===== src/rtl/qsc_pkg.sv =====
package qsc_pkg;
  localparam int FRAME_W = 8;
  localparam int POS_PDN = 7;
  localparam int POS_TX_HI = 4;
  localparam int POS_TX_LO = 3;
  localparam int POS_RX_HI = 2;
  localparam int POS_RX_LO = 1;
  localparam int POS_BAL = 0;
  localparam logic [FRAME_W-1:0] FRAME_RST = 8'h80;

  typedef struct packed {
    logic       pdn;
    logic [1:0] txg;
    logic [1:0] rxg;
    logic       bal;
  } chan_cfg_t;

  localparam int CFG_W = $bits(chan_cfg_t);

  function automatic chan_cfg_t decode_frame(input logic [FRAME_W-1:0] f);
    chan_cfg_t c;
    c.pdn = f[POS_PDN];
    c.txg = {f[POS_TX_HI], f[POS_TX_LO]};
    c.rxg = {f[POS_RX_HI], f[POS_RX_LO]};
    c.bal = f[POS_BAL];
    return c;
  endfunction
endpackage


===== src/rtl/qsc_sync.sv =====
module qsc_sync #(
  parameter int W = 1,
  parameter int STAGES = 2,
  parameter logic [W-1:0] RST_VAL = '0
) (
  input  logic         clk,
  input  logic         rst_n,
  input  logic [W-1:0] d,
  output logic [W-1:0] q,
  output logic [W-1:0] q_prev
);
  logic [STAGES-1:0][W-1:0] pipe;

  always_ff @(posedge clk or negedge rst_n) begin
    if (!rst_n) begin
      pipe   <= {STAGES{RST_VAL}};
      q_prev <= RST_VAL;
    end else begin
      pipe[0] <= d;
      for (int s = 1; s < STAGES; s++) pipe[s] <= pipe[s-1];
      q_prev <= pipe[STAGES-1];
    end
  end

  assign q = pipe[STAGES-1];
endmodule


===== src/rtl/qsc_chan.sv =====
module qsc_chan
  import qsc_pkg::*;
(
  input  logic      clk,
  input  logic      rst_n,
  input  logic      sel_act,
  input  logic      sel_act_prev,
  input  logic      sclk_rise,
  input  logic      din,
  output chan_cfg_t cfg,
  output logic      rb_bit,
  output logic      frame_ok
);
  localparam int CNT_MAX = FRAME_W + 1;
  localparam int CNT_W = $clog2(CNT_MAX + 1);

  logic [FRAME_W-1:0] shreg, latch_q, rb_q;
  logic [CNT_W-1:0]   cnt;
  logic               sel_start, sel_end, take;

  assign sel_start = sel_act & ~sel_act_prev;
  assign sel_end   = ~sel_act & sel_act_prev;
  assign take      = sel_act & ~sel_start & sclk_rise;
  assign frame_ok  = (cnt == CNT_W'(FRAME_W));

  always_ff @(posedge clk or negedge rst_n) begin
    if (!rst_n) begin
      shreg <= '0;
      cnt   <= '0;
    end else if (sel_start) begin
      cnt <= '0;
    end else if (take) begin
      shreg <= {shreg[FRAME_W-2:0], din};
      if (cnt != CNT_W'(CNT_MAX)) cnt <= cnt + 1'b1;
    end
  end

  always_ff @(posedge clk or negedge rst_n) begin
    if (!rst_n) latch_q <= FRAME_RST;
    else if (sel_end && frame_ok) latch_q <= shreg;
  end

  always_ff @(posedge clk or negedge rst_n) begin
    if (!rst_n) rb_q <= '0;
    else if (sel_start) rb_q <= latch_q;
    else if (take) rb_q <= {rb_q[FRAME_W-2:0], 1'b0};
  end

  assign rb_bit = rb_q[FRAME_W-1];
  assign cfg    = decode_frame(latch_q);
endmodule


===== src/rtl/quad_serial_ctl.sv =====
module quad_serial_ctl
  import qsc_pkg::*;
#(
  parameter int NCH = 4,
  parameter int SYNC_STAGES = 2
) (
  input  logic           clk,
  input  logic           rst_n,
  input  logic           ser_clk,
  input  logic [NCH-1:0] sel_n,
  input  logic           ser_din,
  input  logic           law_sel_in,
  output logic [NCH-1:0] pwr_down,
  output logic [2*NCH-1:0] tx_gain,
  output logic [2*NCH-1:0] rx_gain,
  output logic [NCH-1:0] bal_sel,
  output logic           law_sel,
  output logic           ser_dout,
  output logic           ser_dout_en
);
  logic           sclk_q, sclk_prev, din_q, din_prev;
  logic [NCH-1:0] seln_q, seln_prev;
  logic [NCH-1:0] sel_act, sel_act_prev, rb_bits, frame_ok;
  logic           sclk_rise;
  logic [NCH-1:0][CFG_W-1:0] cfg_vec;

  qsc_sync #(.W(1), .STAGES(SYNC_STAGES), .RST_VAL(1'b0)) u_sync_clk (
    .clk(clk), .rst_n(rst_n), .d(ser_clk), .q(sclk_q), .q_prev(sclk_prev));
  qsc_sync #(.W(1), .STAGES(SYNC_STAGES), .RST_VAL(1'b0)) u_sync_din (
    .clk(clk), .rst_n(rst_n), .d(ser_din), .q(din_q), .q_prev(din_prev));
  qsc_sync #(.W(NCH), .STAGES(SYNC_STAGES), .RST_VAL({NCH{1'b1}})) u_sync_sel (
    .clk(clk), .rst_n(rst_n), .d(sel_n), .q(seln_q), .q_prev(seln_prev));

  assign sclk_rise    = sclk_q & ~sclk_prev;
  assign sel_act      = ~seln_q;
  assign sel_act_prev = ~seln_prev;

  for (genvar i = 0; i < NCH; i++) begin : g_ch
    chan_cfg_t c;
    qsc_chan u_ch (
      .clk(clk), .rst_n(rst_n), .sel_act(sel_act[i]), .sel_act_prev(sel_act_prev[i]),
      .sclk_rise(sclk_rise), .din(din_q), .cfg(c), .rb_bit(rb_bits[i]),
      .frame_ok(frame_ok[i]));
    assign cfg_vec[i]         = c;
    assign pwr_down[i]        = c.pdn;
    assign tx_gain[2*i +: 2]  = c.txg;
    assign rx_gain[2*i +: 2]  = c.rxg;
    assign bal_sel[i]         = c.bal;
  end

  always_comb begin
    ser_dout = 1'b0;
    for (int i = NCH - 1; i >= 0; i--) begin
      if (sel_act[i]) ser_dout = rb_bits[i];
    end
  end

  assign ser_dout_en = |sel_act;
  assign law_sel     = law_sel_in;

  logic unused_din_prev;
  assign unused_din_prev = din_prev;
endmodule


===== config.mk =====
export PLATFORM = sky130hd
export DESIGN_NAME = quad_serial_ctl
export DESIGN_NICKNAME = d
export VERILOG_FILES = /design/src/rtl/qsc_pkg.sv /design/src/rtl/qsc_sync.sv /design/src/rtl/qsc_chan.sv /design/src/rtl/quad_serial_ctl.sv
export SDC_FILE = /design/constraint.sdc
export NUM_CORES = 1
export LEC_CHECK = 0
export BUFFER_PORTS_ARGS = -buffer_cell sky130_fd_sc_hd__buf_2
export CAP_MARGIN = 20
export CORE_UTILIZATION = 25
export DETAILED_ROUTE_END_ITERATION = 7
export PLACE_DENSITY = 0.41
export SLEW_MARGIN = 20
export SYNTH_ARGS = -nofsm -noshare
export SYNTH_HDL_FRONTEND = slang
export SYNTH_SLANG_ARGS = --single-unit

===== constraint.sdc =====
create_clock -name clk -period 3 [get_ports clk]
set_input_delay 0 -clock clk [delete_from_list [all_inputs] [get_ports clk]]
set_output_delay 0 -clock clk [all_outputs]
set_load 0.05 [all_outputs]

==> results.ini <==
[clocking]
cts_inserted_buffers = 17
clkSinkCount = 129
cts_root_buf = clkbuf_16
clk_latency_ns = 0.42
ctsHoldBuffers = 7
cts_resized = 0
cts_tree = built
post_cts_buffers = 0
clkTransAtPathRegs_ns = 0.06
cts.path.max_buffers = 2
ctsHtreeMaxLevel = 4

[layout]
stdcell_count = 782
final_area_mm2 = 0.006559
layout.cells.most_common_list = dfrtp_1, nand2_1, mux2_2
nets = 510
diodes = 0
area_growth_pct = 18.68
drive_above_1_share = 0.2749
layout_commonest_cell = dfrtp_1

[logic_synthesis]
synth_cells = 458
synth_edf_count = 0
async_flop_share = 1.000
synth_area_leaders = dfrtp_1, mux2_2, dfstp_2
synth_top_area_cell = dfrtp_1
synth.distinct_cells = 33
ys_seq_area_frac = 0.5877
yosys_warnings = 0
synth.net_count = 479
synth_top_cell_area_share = 0.5117
synth.avg_cell_area_um2 = 12.07
synth_area_mm2 = 0.005527
synth-seq-cells = 129
yosys_most_used_dff = dfrtp_1

[worst_setup_path]
worstSetupStartpointType = flop
critPathKind = flop to flop
crit_path_end_kind = flop
reg2reg_from = u_sync_clk.q_prev$_DFF_PN0_
regToRegEndpoint = g_ch[1].u_ch.cnt[1]$_DFFE_PN0P_
cp.arrival_ns = 2.38
path_max_fanout = 14
rrSetupSlack_ns = 0.92
cp_data_required_time_ns = 3.30
crit_start = u_sync_clk.q_prev$_DFF_PN0_
reg2reg_depth = 3

[placement]
place_area_mm2 = 0.005884
port_buffers = 33
dpl.hpwl_um = 6771
gp_congestion = 0.6727
dpl.cell_count = 743

[timing]
post-route-period-util = 0.6921
fin_skew_ns = 0.008995
slew_headroom = 0.3926
maxSlewViolCount = 0
hold_viol = 0
fin_tns_setup_ns = 0
tightest_slew_ns = 0.9072
fin_crit_ns = 2.076
rsz0062_at_grt = no
fmaxAchievable_ghz = 0.4816
finalSetupViolCount = 0

[route]
antenna_left = 0
wl_per_cell_um = 13.76
wl_met2_um = 4847
avgViaCountPerCell = 4.372
first_iter_violations = 169
routed.top_layer = met4
vias = 3419
wirelength_um = 10760
route.detailed.drc = 0
met1_length_um = 5443
wl_met3_um = 305
firstDrtPassIters = 4

[die]
fp.coreArea_mm2 = 0.02176
rows = 54
io_pins = 36
chipHeight_um = 150.7
start_util = 0.2540
chipWidth_um = 150.7
dieArea_mm2 = 0.02270

[job]
cap_violations = 0

[hold_path]
hold_path.class = input port to output pin
hold_depth = 0
hold_path.startpoint = law_sel_in
hold_end = law_sel

[power_and_ir_drop]
peakVddDrop_uv = 380.9
power.total_w = 0.004221
p_leak_nw = 3.360
p_per_area_mw_per_mm2 = 643.6

[grt]
grt_overflow = 0
grt_pass1_vias = 3462
grt_use_total = 0.1055
grt_pass1_wl_um = 18240
grt_max_degree = 80
antenna_found_initial = 0

[run_status]
status = finished, final reports clean

## state kept, by name, summed over array words and instances, names as in the netlist, 4 cells and up
register	flops
g_ch.u_ch.cnt	16
g_ch.u_ch.latch_q	32
u_sync_sel.q	4
u_sync_sel.q_prev	4
u_sync_sel.pipe	4
g_ch.u_ch.shreg	32
g_ch.u_ch.rb_q	32
## routing by layer
layer  up-vias  track usage
li1       1651            -
met1      1713       0.1419
met2        42       0.1565
met4         0      0.04650
met5         -            0
met3        13      0.03061
## worst max path at each step
stage | to | cells after the start
floorplan | g_ch[1].u_ch.shreg[0]$_DFFE_PN0P_ | 4
detailed placement | g_ch[1].u_ch.cnt[1]$_DFFE_PN0P_ | 3
CTS | g_ch[1].u_ch.cnt[1]$_DFFE_PN0P_ | 3
global route | g_ch[1].u_ch.cnt[1]$_DFFE_PN0P_ | 3
global placement | g_ch[1].u_ch.cnt[1]$_DFFE_PN0P_ | 3
finish | g_ch[1].u_ch.cnt[1]$_DFFE_PN0P_ | 3
## report_power, final
part | internal (W) | leakage (nW) | switching [W]
Clock | 0.00133 | 0.285 | 0.000772
Sequential | 0.00184 | 1.71 | 0.0000815
Combinational | 0.0000813 | 1.36 | 0.000117
## logic make-up after synthesis
logic type	count (synthesis)	share of synthesized area
buf+inv	49	0.05230
flops	129	0.5877
simple gates	135	0.1309
xor+xnor	1	0.001585
compound gates	88	0.1114
fa+ha+maj	12	0.02717
mux	44	0.08897
## per-stage QoR
step / utilization / worst slack [ns] / hold slack (ns)
floorplan: - / 1.376 / -0.2956
global placement: 0.2705 / 0.9190 / 0.0003409
detailed placement: 0.2705 / 0.8870 / 0.0003409
CTS: 0.3015 / 0.8783 / 0.0003409
global route: 0.3015 / 0.7968 / 0.0003473
finish: 0.3015 / 0.9237 / 0.00009288
## cells in the mapped netlist, types with 4 or more instances
| cell type | instances |
|---|---|
| nand2_1 | 87 |
| ha_1 | 12 |
| mux2_2 | 41 |
| clkbuf_1 | 8 |
| nor4b_4 | 4 |
| or3_1 | 6 |
| nand3b_1 | 5 |
| buf_4 | 25 |
| a21o_1 | 27 |
| nor2b_1 | 4 |
| a22o_1 | 27 |
| nor2_1 | 5 |
| nand3_1 | 8 |
| dfstp_2 | 16 |
| o21ai_0 | 17 |
| inv_1 | 12 |
| dfrtp_1 | 113 |
| a21oi_1 | 15 |
## worst max-delay path: stages (launching register included)
cell     delay, ns
dfrtp_1       0.53
nor4b_4       0.82
nand2_1       0.27
mux2_2        0.34
## area by class of cell
cell class              instances  area (um2)
flip-flops and latches        129        3248
clock buffers                  19       442.9
multi-input cells             280        1989
repair buffers                 49       321.6
clock inverters                13       161.4
inverters                      12       45.04
fillers                      2242       15200
well taps                     280       350.3
Power figures use the tool's default switching activity.
